==> src/rtl/xfc_pkg.sv <==
package xfc_pkg;

  // Strobes from control to datapath, one cycle each
  typedef struct packed {
    logic clear;   // counter reset bit active
    logic load;    // copy holding registers into counter
    logic dec;     // count one transfer
    logic hsSet;   // accepted transfer opens a handshake
    logic hsClr;   // handshake completed
  } xfcStrobe_t;

endpackage

==> src/rtl/xfc_ctrl.sv <==
module xfc_ctrl
  import xfc_pkg::*;
(
  input  logic       clk,
  input  logic       rstN,
  input  logic       cntEn,
  input  logic       cntClr,
  input  logic       loadCtl,
  input  logic       xferStrobe,
  input  logic       hsDone,
  input  logic       atZero,
  output xfcStrobe_t stb,
  output logic       fpDisable
);

  logic loadCtlQ;
  logic loadEdge;

  always_ff @(posedge clk) begin
    if (!rstN) loadCtlQ <= 1'b0;
    else       loadCtlQ <= loadCtl;
  end

  assign loadEdge  = loadCtl & ~loadCtlQ;
  assign fpDisable = cntEn & atZero;

  // Priority: clear, then load, then decrement
  always_comb begin
    stb.clear = cntClr;
    stb.load  = loadEdge & ~cntClr;
    stb.dec   = cntEn & xferStrobe & ~atZero & ~loadEdge & ~cntClr;
    stb.hsSet = xferStrobe & ~fpDisable & ~cntClr;
    stb.hsClr = hsDone & ~cntClr;
  end

  // a disabled counter is never told to count
  assert_no_count_when_off_R6: assert property (@(posedge clk) disable iff (!rstN)
    !cntEn |-> !stb.dec);

  // a blocked frontplane never produces a decrement
  assert_no_count_when_blocked_R5: assert property (@(posedge clk) disable iff (!rstN)
    fpDisable |-> !stb.dec);

  // a load edge cannot repeat on the next cycle
  assert_single_load_R3: assert property (@(posedge clk) disable iff (!rstN)
    stb.load |=> !stb.load);

  // clear suppresses every other strobe
  assert_clear_exclusive_R8: assert property (@(posedge clk) disable iff (!rstN)
    stb.clear |-> !(stb.load || stb.dec || stb.hsSet || stb.hsClr));

endmodule

==> src/rtl/xfc_datapath.sv <==
module xfc_datapath
  import xfc_pkg::*;
#(
  parameter int                 CNT_W     = 24,
  parameter int                 LO_W      = 16,
  parameter logic [CNT_W-1:0]   ZERO_CODE = 24'h00FFFF
) (
  input  logic            clk,
  input  logic            rstN,
  input  xfcStrobe_t      stb,
  input  logic            wrEn,
  input  logic            wrAddr,
  input  logic [LO_W-1:0] wrData,
  input  logic            rdAddr,
  output logic [LO_W-1:0] rdData,
  output logic            atZero,
  output logic            zeroFlag,
  output logic            hsPending
);

  localparam int               HI_W      = CNT_W - LO_W;
  localparam logic [CNT_W-1:0] LAST_STEP = ZERO_CODE + CNT_W'(1);

  logic [LO_W-1:0]  holdLo;
  logic [HI_W-1:0]  holdHi;
  logic [CNT_W-1:0] count;
  logic [CNT_W-1:0] loadVal;
  logic [LO_W-1:0]  rdHi;

  assign loadVal = {holdHi, holdLo};
  assign atZero  = (count <= ZERO_CODE);

  // Holding registers
  always_ff @(posedge clk) begin
    if (!rstN) begin
      holdLo <= '0;
      holdHi <= '0;
    end else if (wrEn) begin
      if (!wrAddr) holdLo <= wrData;
      else         holdHi <= wrData[HI_W-1:0];
    end
  end

  // Working counter, zero flag, handshake-pending flag
  always_ff @(posedge clk) begin
    if (!rstN) begin
      count     <= ZERO_CODE;
      zeroFlag  <= 1'b0;
      hsPending <= 1'b0;
    end else if (stb.clear) begin
      count     <= ZERO_CODE;
      zeroFlag  <= 1'b0;
      hsPending <= 1'b0;
    end else begin
      if (stb.load) begin
        count    <= loadVal;
        zeroFlag <= (loadVal <= ZERO_CODE);
      end else if (stb.dec) begin
        count <= count - CNT_W'(1);
        if (count == LAST_STEP) zeroFlag <= 1'b1;
      end
      if (stb.hsSet)      hsPending <= 1'b1;
      else if (stb.hsClr) hsPending <= 1'b0;
    end
  end

  // Upper byte read path, padded when narrower than the bus
  generate
    if (HI_W < LO_W) begin : g_padHi
      assign rdHi = {{(LO_W-HI_W){1'b0}}, count[CNT_W-1:LO_W]};
    end else begin : g_fullHi
      assign rdHi = count[CNT_W-1:LO_W];
    end
  endgenerate

  assign rdData = rdAddr ? rdHi : count[LO_W-1:0];

  // each counted transfer removes exactly one
  assert_step_one_R4: assert property (@(posedge clk) disable iff (!rstN)
    stb.dec |=> count == $past(count) - CNT_W'(1));

  // nothing moves the count once it sits at or below zero
  assert_floor_R5: assert property (@(posedge clk) disable iff (!rstN)
    (atZero && !stb.load && !stb.clear) |=> $stable(count));

  // a load takes the holding value from before any same-cycle write
  assert_load_value_R3: assert property (@(posedge clk) disable iff (!rstN)
    stb.load |=> count == $past(loadVal));

  // the zero flag is sticky
  assert_flag_sticky_R7: assert property (@(posedge clk) disable iff (!rstN)
    (zeroFlag && !stb.load && !stb.clear) |=> zeroFlag);

  // clear returns count and flags to their idle values
  assert_clear_state_R8: assert property (@(posedge clk) disable iff (!rstN)
    stb.clear |=> (count == ZERO_CODE && !zeroFlag && !hsPending));

  // an accepted transfer leaves the handshake open
  assert_pending_set_R9: assert property (@(posedge clk) disable iff (!rstN)
    (stb.hsSet && !stb.clear) |=> hsPending);

endmodule

==> src/rtl/xfer_countdown.sv <==
module xfer_countdown
  import xfc_pkg::*;
#(
  parameter int               CNT_W     = 24,
  parameter int               LO_W      = 16,
  parameter logic [CNT_W-1:0] ZERO_CODE = 24'h00FFFF
) (
  input  logic            clk,
  input  logic            rstN,
  input  logic            wrEn,
  input  logic            wrAddr,
  input  logic [LO_W-1:0] wrData,
  input  logic            loadCtl,
  input  logic            cntEn,
  input  logic            cntClr,
  input  logic            xferStrobe,
  input  logic            hsDone,
  input  logic            rdAddr,
  output logic [LO_W-1:0] rdData,
  output logic            fpDisable,
  output logic            zeroFlag,
  output logic            hsPending
);

  xfcStrobe_t stb;
  logic       atZero;

  xfc_ctrl u_ctrl (
    .clk        (clk),
    .rstN       (rstN),
    .cntEn      (cntEn),
    .cntClr     (cntClr),
    .loadCtl    (loadCtl),
    .xferStrobe (xferStrobe),
    .hsDone     (hsDone),
    .atZero     (atZero),
    .stb        (stb),
    .fpDisable  (fpDisable)
  );

  xfc_datapath #(
    .CNT_W     (CNT_W),
    .LO_W      (LO_W),
    .ZERO_CODE (ZERO_CODE)
  ) u_dp (
    .clk       (clk),
    .rstN      (rstN),
    .stb       (stb),
    .wrEn      (wrEn),
    .wrAddr    (wrAddr),
    .wrData    (wrData),
    .rdAddr    (rdAddr),
    .rdData    (rdData),
    .atZero    (atZero),
    .zeroFlag  (zeroFlag),
    .hsPending (hsPending)
  );

endmodule

==> config.mk <==
export PLATFORM = sky130hd
export DESIGN_NAME = xfer_countdown
export DESIGN_NICKNAME = d
export VERILOG_FILES = /design/src/rtl/xfc_pkg.sv /design/src/rtl/xfc_ctrl.sv /design/src/rtl/xfc_datapath.sv /design/src/rtl/xfer_countdown.sv
export SDC_FILE = /design/constraint.sdc
export NUM_CORES = 1
export LEC_CHECK = 0
export CAP_MARGIN = 25
export CORE_MARGIN = 2
export CORE_UTILIZATION = 60
export CTS_CLUSTER_DIAMETER = 100
export CTS_CLUSTER_SIZE = 25
export DETAILED_ROUTE_END_ITERATION = 6
export DONT_BUFFER_PORTS = 1
export PLACE_DENSITY = 0.77
export SLEW_MARGIN = 0
export SYNTH_ARGS = -nofsm -noshare
export SYNTH_HDL_FRONTEND = slang
export SYNTH_HIERARCHICAL = 1
export SYNTH_SLANG_ARGS = --single-unit
==> constraint.sdc <==
create_clock -name clk -period 2.72 [get_ports clk]
set_input_delay 0.544 -clock clk [delete_from_list [all_inputs] [get_ports clk]]
set_output_delay 0.544 -clock clk [all_outputs]
set_load 0.05 [all_outputs]
# [Word level (Yosys, flattened, before mapping)]
# Cells that the tools add are included.
[totals] regBits=51 out_inout_bits=19 wordCells=42
[op_classes] add_sub_neg=1 order_cmp=2 eq_ne=1 mux=8 n_bitwise=17 reduce_logical=7
[op_table] op="$le 24x16->1 const B" n=2
[op_table] op="$mux 24" n=2
[op_table] op="$eq 24x17->1 const B" n=1
[op_table] op="$sub 24x1->24 const B" n=1
[op_table] op="$mux 16" n=1
[op_table] op="$and 1x1->1" n=10
[op_table] op="$not 1->1" n=7
[op_table] op="$reduce_and 2->1" n=3
[op_table] op="$reduce_bool 2->1" n=3
[op_table] op="$mux 1" n=5
[op_table] op="$reduce_or 2->1" n=1

# [Depth between registers and ports, before layout]
# Gate-level depths: netlist (run 1).
[depth] word_depth=7 mapped_depth=7

# [By module]
# Netlist (run 1), hierarchy kept.
[modules_own_cells] module="xfc_datapath" n_inst=1 cells_each=316 area_per_inst_um2=2570.0 seq_area_each_um2=1001.0
[modules_own_cells] module="xfc_ctrl" n_inst=1 cells_each=10 area_per_inst_um2=101.3 seq_area_each_um2=20.0

# [Least setup slack after synthesis (run 1)]
# Ideal clock, no wire load.
[synth_path] path_type="input port to output port" start="in rdAddr" end="out rdData[0]" arrival_time_ps=2056 required_ps=2176 path_slack_ps=120 stages=3 n_path_buf=2 path_cell_list="clkbuf_1 clkbuf_1 o21ai_0"
[synth_between] elab_chain_cells=1
[synth_rtl] element="start, declared" line="xfer_countdown.sv:18" text="input logic rdAddr,"
[synth_rtl] element="$mux 16" line="xfc_datapath.sv:76" text="assign rdData = rdAddr ? rdHi : count[LO_W-1:0];"
[synth_rtl] element="end, declared" line="xfer_countdown.sv:19" text="output logic [LO_W-1:0] rdData,"
# Every way passes these cells.

==> results by group, run 1 <==
Run status
  – Result of the run: finished, final reports clean

Synthesis
  – Total nets after synthesis: 354
  – Post-synthesis instance area: 2670 sq um
  – Most frequently used flop master after synthesis: sky130_fd_sc_hd__dfxtp_1
  – Synth Area in Compound Gates: 18.2%
  – Average cell area after synthesis: 8.19 sq um
  – EDFF count, synth: 0
  – Xor-xnor portion of the synthesized cell area: 2.30%
  – Ranking of synthesized cells by area: sky130_fd_sc_hd__dfxtp_1 (38%), sky130_fd_sc_hd__nand2_1 (7.6%), sky130_fd_sc_hd__a21boi_0 (7.0%), sky130_fd_sc_hd__nor4_1 (3.3%), sky130_fd_sc_hd__or4_1 (3.1%)
  – Library cells used by synthesis: 46
  – Count of state elements after synthesis: 51
  – Synth Warn #: 6
  – Dominant combinational cell family by area after synthesis: simple AND/OR/NAND/NOR gates
  – Async SR Flop Fraction: 0%
  – Top cell type's share of synthesized area: 38.2%
  – Register area share after synthesis: 38.2%
  – Leading area contributor after synthesis: sky130_fd_sc_hd__dfxtp_1
  – Cells after Synth: 326
  – Arithmetic-cell share of the synthesized area counting full adders, half adders and majority gates: 0.937%
  – Simple-gate area share of the yosys netlist: 32.7%
  – Post-synthesis mux area share: 3.28%

Finish
  – Total area of multi-input combinational cells: 1550 sq um
  – Top library cells by usage in the layout, fill and taps aside: sky130_fd_sc_hd__nand2_1 (54), sky130_fd_sc_hd__dfxtp_1 (51), sky130_fd_sc_hd__a21boi_0 (25)
  – Leading cell type in the layout, fill and taps excluded: sky130_fd_sc_hd__nand2_1
  – Number of nets in the layout: 353
  – Layout fillers: 385
  – Area taken by flip-flops and latches: 1020 sq um
  – Area Growth Syn to Fin: 7.17%
  – Proportion of layout cells with a drive suffix above 1: 12.3%
  – Antenna Diode Count: 0

STA
  – Part of the cycle the worst path needs: 90.9%
  – Final count of negative-setup-slack endpoints: 0
  – Relative slew slack: 58.8%
  – Worst Tran Pin Value: 0.618 ns
  – Maximum frequency from static timing analysis: 0.405 GHz
  – Clk_skew: 0.00461 ns
  – Final hold violation count: 0
  – Post-layout worst setup margin: 0.249 ns
  – Fin Setup TNS: 0 ns
  – Pins over their slew limit: 0
  – Final period demand of the worst path: 2.47 ns
  – RSZ-0062 raised after global routing: false

Global routing
  – GRT Resource Usage Total: 25.3%
  – Largest net degree at the start of global routing: 34
  – Global-route wire length before repair: 10300 um
  – Initial antenna violation count: 0
  – Remaining global-route overflow: 0
  – Vias in the first global route: 2120

Clock tree
  – Post-CTS repair timing setup buffer count: 0
  – Clock tree from TritonCTS: done
  – Number of hold buffers added after cts: 0
  – Clock sink count: 51
  – Clock slew at the register clock pins of the worst setup and hold paths: 0.09 ns
  – Number of CTS-inserted buffers: 5
  – Max H-tree Level: 2
  – Maximum number of buffers from clock root to sink: 2
  – Post-cts repair resize count: 0
  – Clock latency reported for the late side of the worst-skew pair: 0.30 ns
  – Clock root buffer: sky130_fd_sc_hd__clkbuf_8

Detailed routing
  – WL per Instance: 16.2 um
  – Vias per inst: 6.37
  – Number of iterations in the first detailed-routing pass: 5
  – Final antenna-violating net count: 0
  – Sum of routed wire length over all layers: 6100 um
  – Post-detailed-route DRC marker count: 0
  – Violation count after the first detailed-routing iteration: 333
  – Vias: 2402

Critical path
  – Setup CP Type: reg2reg
  – Critical Path Sink Type: flip-flop
  – Crit path required time: 2.93 ns
  – Critical path's largest stage delay: 0.51 ns
  – CP Data Arrival Time: 2.68 ns
  – Cell depth of the worst flop-to-flop path: 8
  – Critical path peak fanout: 9
  – Slowest cell on the critical path: sky130_fd_sc_hd__or3b_2
  – Startpoint type of the worst setup path: flip-flop
  – CP cell instances: or4_1 > nor2_1 > nor4b_2 > buf_4 > or3b_2 > nor4_2 > nor4_1 > a211oi_1

Floorplanning
  – Standard-cell rows: 24
  – Core Footprint: 4320 sq um
  – Die Span Y: 70.7 um
  – Die Width: 70.7 um
  – Initial core utilization: 61.8%
  – Boundary pin count: 45
  – Area of the die: 5000 sq um

Placed design
  – Count of port buffers added during placement: 0
  – Placer Congestion: 0.844
  – Sum of net half-perimeters after detailed placement: 4380 um
  – Setup slack at placement: 0.199 ns

Pwr
  – Max rail drop VDD: 0.000282 V
  – Cell area power density: 511 nW/um^2
  – Leakage component of the power: 0.968 nW

Min path
  – HP Class: in2reg
  – Hold Path Stages: 1

Flow run
  – Number of max-cap violations: 0
[critical path: cells and delay by family (launching register included)]
kind / cells / cell delay (ns)
AND/OR/NAND/NOR: 6 / 1.52
flip-flops: 1 / 0.44
AO/OA/AOI/OAI: 1 / 0.22
buffers and inverters: 1 / 0.19
[cell families (layout without fill, tap and decap cells)]
group | after synthesis | count (layout)
xor+xnor | 7 | 7
flops | 51 | 51
mux | 8 | 8
buf+inv | 29 | 28
fa+ha+maj | 2 | 2
simple gates | 158 | 158
compound gates | 71 | 71
[per-layer routing]
layer	track usage [%]	part of all wire, %	vias to the layer above
met3	7.41	9.9	11
met1	36.4	46	1100
li1	-	-	1168
met2	37.0	42	123
met4	7.13	1.5	0
met5	0	0	-
[synthesized netlist by cell type (6+ instances only)]
cell / instances
sky130_fd_sc_hd__dfxtp_1: 51
sky130_fd_sc_hd__nor2_1: 6
sky130_fd_sc_hd__nor3_1: 15
sky130_fd_sc_hd__nand3_1: 11
sky130_fd_sc_hd__nor4_1: 14
sky130_fd_sc_hd__a31oi_1: 7
sky130_fd_sc_hd__or4_1: 11
sky130_fd_sc_hd__a21boi_0: 25
sky130_fd_sc_hd__o21ai_0: 14
sky130_fd_sc_hd__nor2b_1: 13
sky130_fd_sc_hd__mux2_2: 6
sky130_fd_sc_hd__nor3b_1: 9
sky130_fd_sc_hd__clkbuf_1: 19
sky130_fd_sc_hd__o31ai_1: 7
sky130_fd_sc_hd__nand2_1: 54
[flip-flops by register name, indices dropped and copies added, names as in the netlist]
name and count:
u_dp/count 24, u_dp/holdHi 8, u_ctrl/loadCtlQ 1, u_dp/holdLo 16, u_dp/hsPending 1, u_dp/zeroFlag 1
[where the power goes]
| group | switching (W) | internal [W] | leakage [nW] |
|---|---|---|---|
| combinational | 0.000141 | 0.0000775 | 0.505 |
| clock | 0.000238 | 0.000200 | 0.0470 |
| sequential | 0.0000316 | 0.000775 | 0.416 |
[final cells by class]
class	count	area share [%]
Clock buffer	6	2.88
Sequential cell	51	35.7
Multi-Input combinational cell	246	54.2
Tap cell	52	2.27
Clock inverter	1	0.175
Inverter	5	0.656
Timing Repair Buffer	16	4.20
[through the flow]
step           area (sq um)  util (%)  cells  total power, W  hold slack, ns
2_1_floorplan          2670         -    326         0.00100           0.438
3_3_place_gp           2760      63.8    370         0.00104           0.449
3_5_place_dp           2760      63.8    370         0.00104           0.456
4_1_cts                2850      65.8    377         0.00147           0.367
5_1_grt                2860      66.2    377         0.00151           0.373
6_report               2860      66.2    377         0.00146           0.375
[path summary, 6_finish.rpt]
check | from | end | slack [ns]
setup / recovery | u_dp/count[16] | u_dp/count[13] | 0.25
hold / removal | loadCtl | u_ctrl/loadCtlQ | 0.38
hold reg to reg | u_dp/holdLo[13] | u_dp/holdLo[13] | 0.46
setup reg to reg | u_dp/count[16] | u_dp/count[13] | 0.25
No activity file was read; power rests on OpenSTA's default activity.
==> inputs of run 2 (changes only) <==
==> constraint.sdc (replaced) <==
create_clock -name clk -period 2.97 [get_ports clk]
set_input_delay 0.594 -clock clk [delete_from_list [all_inputs] [get_ports clk]]
set_output_delay 0.594 -clock clk [all_outputs]
set_load 0.05 [all_outputs]
==> run 2 against run 1 <==
  * Register-to-register slack gained 0.05 ns
  * Critical path depth shrank 5
  * Combinational power shrank 9%
  * Final cell count is the same
==> results by group, run 2 (same netlist as run 1, synthesis figures left out) <==
Run status
  – Result of the run: finished, final reports clean

Finish
  – Area Growth Syn to Fin: 8.10%
  – Number of nets in the layout: 352
  – Antenna Diode Count: 0
  – Reg with most FFs: u_dp/count
  – Largest registers: u_dp/count x24, u_dp/holdLo x16, u_dp/holdHi x8
  – Post-layout instance count excluding filler cells: 377
  – Layout fillers: 389
  – Leading cell type in the layout, fill and taps excluded: sky130_fd_sc_hd__nand2_1
  – Proportion of layout cells with a drive suffix above 1: 11.4%
  – Flip-flop count of the largest register, all copies and words added: 24
  – Top library cells by usage in the layout, fill and taps aside: sky130_fd_sc_hd__nand2_1 (54), sky130_fd_sc_hd__dfxtp_1 (51), sky130_fd_sc_hd__a21boi_0 (25)

Floorplanning
  – Core Footprint: 4320 sq um
  – Boundary pin count: 45
  – Standard-cell rows: 24
  – Die Width: 70.7 um
  – Area of the die: 5000 sq um
  – Die Span Y: 70.7 um
  – Initial core utilization: 61.8%

Global routing
  – Initial antenna violation count: 0
  – Vias in the first global route: 2152
  – Global-route wire length before repair: 10400 um
  – GRT Resource Usage Total: 25.9%
  – Most congested layer reported by global routing: met2
  – Routing usage on met1: 37.1%
  – Met2 track demand over resource in global routing: 38.6%
  – Remaining global-route overflow: 0
  – Met3 usage in global routing: 6.70%
  – Largest net degree at the start of global routing: 34

STA
  – Final hold violation count: 0
  – Part of the cycle the worst path needs: 91.1%
  – Hold_ws: 0.418 ns
  – Final count of negative-setup-slack endpoints: 0
  – Fin Setup TNS: 0 ns
  – Relative slew slack: 60.0%
  – Final period demand of the worst path: 2.71 ns
  – RSZ-0062 raised after global routing: false
  – Pins over their slew limit: 0
  – Worst Tran Pin Value: 0.600 ns
  – Clk_skew: 0.0102 ns
  – Maximum frequency from static timing analysis: 0.369 GHz

Detailed routing
  – Number of iterations in the first detailed-routing pass: 4
  – Vias: 2318
  – Final antenna-violating net count: 0
  – WL per Instance: 16.7 um
  – Violation count after the first detailed-routing iteration: 243
  – Post-detailed-route DRC marker count: 0
  – Vias per inst: 6.15
  – Sum of routed wire length over all layers: 6310 um

Clock tree
  – Clock sink count: 51
  – Clock slew at the register clock pins of the worst setup and hold paths: 0.10 ns
  – Max H-tree Level: 2
  – Post-cts repair resize count: 0
  – Clock tree from TritonCTS: done
  – Clock latency reported for the late side of the worst-skew pair: 0.31 ns
  – Number of CTS-inserted buffers: 5
  – Number of hold buffers added after cts: 0
  – Post-CTS repair timing setup buffer count: 0
  – Clock root buffer: sky130_fd_sc_hd__clkbuf_8
  – Maximum number of buffers from clock root to sink: 2

Critical path
  – Critical path peak fanout: 9
  – CP top delay family: simple AND/OR/NAND/NOR gates
  – Startpoint type of the worst setup path: flip-flop
  – Setup CP Type: reg2out
  – CP Data Arrival Time: 2.11 ns
  – Cell depth of the worst flop-to-flop path: 8
  – Critical path's largest stage delay: 0.62 ns
  – CP cell instances: or4_1 > nor2_1 > and2_1
  – CP Depth: 3
  – Slowest cell on the critical path: sky130_fd_sc_hd__or4_1
  – Crit path required time: 2.38 ns
  – Number of buffer and inverter stages on the critical path: 0
  – Critical Path Sink Type: primary output

Placed design
  – Count of port buffers added during placement: 0
  – Total placed cells including tap cells: 369
  – Sum of net half-perimeters after detailed placement: 4540 um
  – Placer Congestion: 0.907

Min path
  – Hold Path Stages: 1
  – HP Class: in2reg

Pwr
  – Leakage component of the power: 0.981 nW
  – Cell area power density: 524 nW/um^2
  – Max rail drop VDD: 0.000345 V

Flow run
  – Number of max-cap violations: 0
==> run 2: metrics by stage <==
stage                     cell area (sq um)  utilization [%]  worst slack, ns  total power, W
final                                  2890             66.8            0.263         0.00151
after global routing                   2890             66.8            0.129         0.00157
after CTS                              2890             66.8            0.289         0.00152
after detailed placement               2750             63.6            0.446        0.000953
after global placement                 2750             63.6            0.551        0.000949
after floorplan                        2670                -            0.270        0.000918
==> run 2: path summary, 6_finish.rpt <==
| path | start | slack [ns] | end |
|---|---|---|---|
| max | u_dp/count[16] | 0.26 | fpDisable |
| min | loadCtl | 0.42 | u_ctrl/loadCtlQ |
| max reg2reg | u_dp/count[16] | 0.30 | u_dp/count[19] |
| min reg2reg | u_dp/holdLo[0] | 0.47 | u_dp/holdLo[0] |
==> run 2: layout make-up <==
class | count | area [sq um] | area share (%)
clock inverters | 3 | 67.6 | 2.34
inverters | 5 | 18.8 | 0.650
flip-flops and latches | 51 | 1020 | 35.4
well taps | 52 | 65.1 | 2.25
repair buffers | 15 | 113 | 3.90
multi-input cells | 246 | 1530 | 53.1
clock buffers | 5 | 68.8 | 2.38
==> run 2: layer usage <==
| metal | wire length (um) | share of wire, % |
|---|---|---|
| met4 | 97 | 1.5 |
| met3 | 475 | 7.5 |
| met5 | 0 | 0 |
| met2 | 2750 | 44 |
| met1 | 2980 | 47 |
==> run 2: where the power goes <==
part	total, W	internal (W)	switching (W)
logic	0.000200	0.0000689	0.000131
clock network	0.000573	0.000336	0.000237
registers	0.000739	0.000710	0.0000291
total	0.00151	0.00111	0.000397
==> inputs of run 3 (changes only) <==
==> constraint.sdc (replaced) <==
create_clock -name clk -period 2.6 [get_ports clk]
set_input_delay 0.52 -clock clk [delete_from_list [all_inputs] [get_ports clk]]
set_output_delay 0.52 -clock clk [all_outputs]
set_load 0.05 [all_outputs]
==> run 3 against run 2 <==
  * Routed wire length down 2.7%
  * Design area down 0.95%
  * Flip-flop and latch count unchanged
  * Clock power down 20%
  * Combinational power up 16%
  * Critical path type unchanged
  * Critical endpoint unchanged
  * Clock skew down 0.0058 ns
  * Hold slack worse by 0.067 ns
  * Clock-buffer cell count up 1
==> results by group, run 3 (same netlist as run 1, synthesis figures left out) <==
Run status
  – Result of the run: finished, final reports clean

Critical path
  – Setup CP Type: reg2out
  – Crit path required time: 2.08 ns
  – Cell depth of the worst flop-to-flop path: 8
  – CP Data Arrival Time: 1.88 ns
  – Startpoint type of the worst setup path: flip-flop
  – Critical path peak fanout: 9
  – Critical Path Sink Type: primary output

STA
  – Final hold violation count: 0
  – Final count of negative-setup-slack endpoints: 0
  – RSZ-0062 raised after global routing: false
  – Part of the cycle the worst path needs: 92.3%
  – Final period demand of the worst path: 2.40 ns
  – Relative slew slack: 58.6%
  – Clk_skew: 0.00445 ns
  – Maximum frequency from static timing analysis: 0.417 GHz
  – Post-layout worst setup margin: 0.201 ns
  – Worst Tran Pin Value: 0.620 ns
  – Fin Setup TNS: 0 ns
  – Hold_ws: 0.351 ns
  – Pins over their slew limit: 0

Global routing
  – Initial antenna violation count: 0
  – GRT Resource Usage Total: 24.8%
  – Largest net degree at the start of global routing: 34
  – Global-route wire length before repair: 9970 um
  – Vias in the first global route: 2135
  – Remaining global-route overflow: 0

Finish
  – Layout fillers: 381
  – Leading cell type in the layout, fill and taps excluded: sky130_fd_sc_hd__nand2_1
  – Final design instance area without fill: 2860 sq um
  – Top library cells by usage in the layout, fill and taps aside: sky130_fd_sc_hd__nand2_1 (54), sky130_fd_sc_hd__dfxtp_1 (50), sky130_fd_sc_hd__a21boi_0 (25)
  – Total area of multi-input combinational cells: 1540 sq um
  – Flip-flop count of the largest register, all copies and words added: 24
  – Largest registers: u_dp/count x24, u_dp/holdLo x16, u_dp/holdHi x8
  – Proportion of layout cells with a drive suffix above 1: 12.3%
  – Reg with most FFs: u_dp/count
  – Area Growth Syn to Fin: 7.07%
  – Area taken by flip-flops and latches: 1020 sq um
  – Number of nets in the layout: 354
  – Antenna Diode Count: 0
  – End-of-flow core utilization: 66.1%

Floorplanning
  – Die Width: 70.7 um
  – Boundary pin count: 45
  – Standard-cell rows: 24
  – Core Footprint: 4320 sq um
  – Area of the die: 5000 sq um
  – Die Span Y: 70.7 um
  – Initial core utilization: 61.8%

Clock tree
  – Max H-tree Level: 2
  – Clock root buffer: sky130_fd_sc_hd__clkbuf_8
  – Clock sink count: 51
  – Post-CTS repair timing setup buffer count: 0
  – Maximum number of buffers from clock root to sink: 2
  – Clock tree from TritonCTS: done
  – Clock latency reported for the late side of the worst-skew pair: 0.30 ns
  – Clock slew at the register clock pins of the worst setup and hold paths: 0.09 ns
  – Number of CTS-inserted buffers: 5

Pwr
  – Max rail drop VDD: 0.000333 V
  – Relative contribution of combinational cells to total power: 15.1%
  – Power Internal: 0.00110 W
  – Cell area power density: 536 nW/um^2
  – Net Sw Frac: 28.1%
  – Switching pwr: 0.000430 W
  – Part of the power in the clock network: 29.9%
  – Leakage component of the power: 0.973 nW
  – Reg power frac: 55.0%

Placed design
  – Placed cell areas: 2770 sq um
  – Setup slack at placement: 0.217 ns
  – Placer Congestion: 0.957
  – Sum of net half-perimeters after detailed placement: 4560 um
  – Count of port buffers added during placement: 0

Detailed routing
  – WL per Instance: 16.2 um
  – Number of iterations in the first detailed-routing pass: 5
  – Sum of routed wire length over all layers: 6130 um
  – Violation count after the first detailed-routing iteration: 164
  – Post-detailed-route DRC marker count: 0
  – Final antenna-violating net count: 0
  – Vias: 2326
  – Vias per inst: 6.15

Min path
  – Hold Path Stages: 2
  – HP Class: in2reg

Flow run
  – Number of max-cap violations: 0
[run 3: cell count changes in the layout (fill, tap and decap cells not counted), sizes merged]
cell | before | now
bufinv | 2 | 0
clkinv | 1 | 2
clkbuf | 5 | 6
clkinvlp | 1 | 0
buf | 15 | 17
[run 3: repair_timing]
action | 4_1_cts | 5_1_grt
setup endpoints to repair | 0 | 5
gates resized for setup | 0 | 2
hold buffers | 0 | 0
[run 3: area by class of cell]
class / instances / share of cell area [%]
clock buffers: 6 / 2.89
clock inverters: 1 / 0.175
inverters: 5 / 0.656
multi-input cells: 246 / 53.8
flip-flops and latches: 51 / 35.7
well taps: 52 / 2.27
repair buffers: 17 / 4.46
[run 3: power by group through the flow]
stage | Sequential, W | Clock (W) | Combinational [W]
2_1_floorplan | 0.000851 | 0 | 0.000198
3_5_place_dp | 0.000861 | 0 | 0.000231
3_3_place_gp | 0.000859 | 0 | 0.000227
6_report | 0.000843 | 0.000457 | 0.000232
4_1_cts | 0.000842 | 0.000469 | 0.000231
5_1_grt | 0.000848 | 0.000496 | 0.000250
[run 3: metal layers]
layer	vias to the layer above	wire length [um]	track usage [%]
met2	82	2600	36.7
met1	1066	2840	33.9
met4	0	77	7.13
li1	1170	-	-
met3	8	613	9.54
met5	-	0	0
[run 3: critical path: stages (launching register included)]
cell	delay, ns
sky130_fd_sc_hd__dfxtp_2	0.36
sky130_fd_sc_hd__or4_1	0.61
sky130_fd_sc_hd__nor2_1	0.20
sky130_fd_sc_hd__and2_1	0.20
sky130_fd_sc_hd__buf_4	0.22
[run 3: metrics by stage]
step | cells | power, W
finish | 378 | 0.00153
global route | 378 | 0.00159
CTS | 378 | 0.00154
detailed placement | 371 | 0.00109
global placement | 371 | 0.00109
floorplan | 326 | 0.00105
[run 3: worst paths after layout]
| path | endpoint | slack (ns) | startpoint |
|---|---|---|---|
| hold / removal | u_dp/holdLo[12] | 0.35 | wrData[12] |
| hold reg to reg | u_dp/holdLo[10] | 0.47 | u_dp/holdLo[10] |
| setup reg to reg | u_dp/count[18] | 0.21 | u_dp/count[17] |
| setup / recovery | fpDisable | 0.20 | u_dp/count[16] |
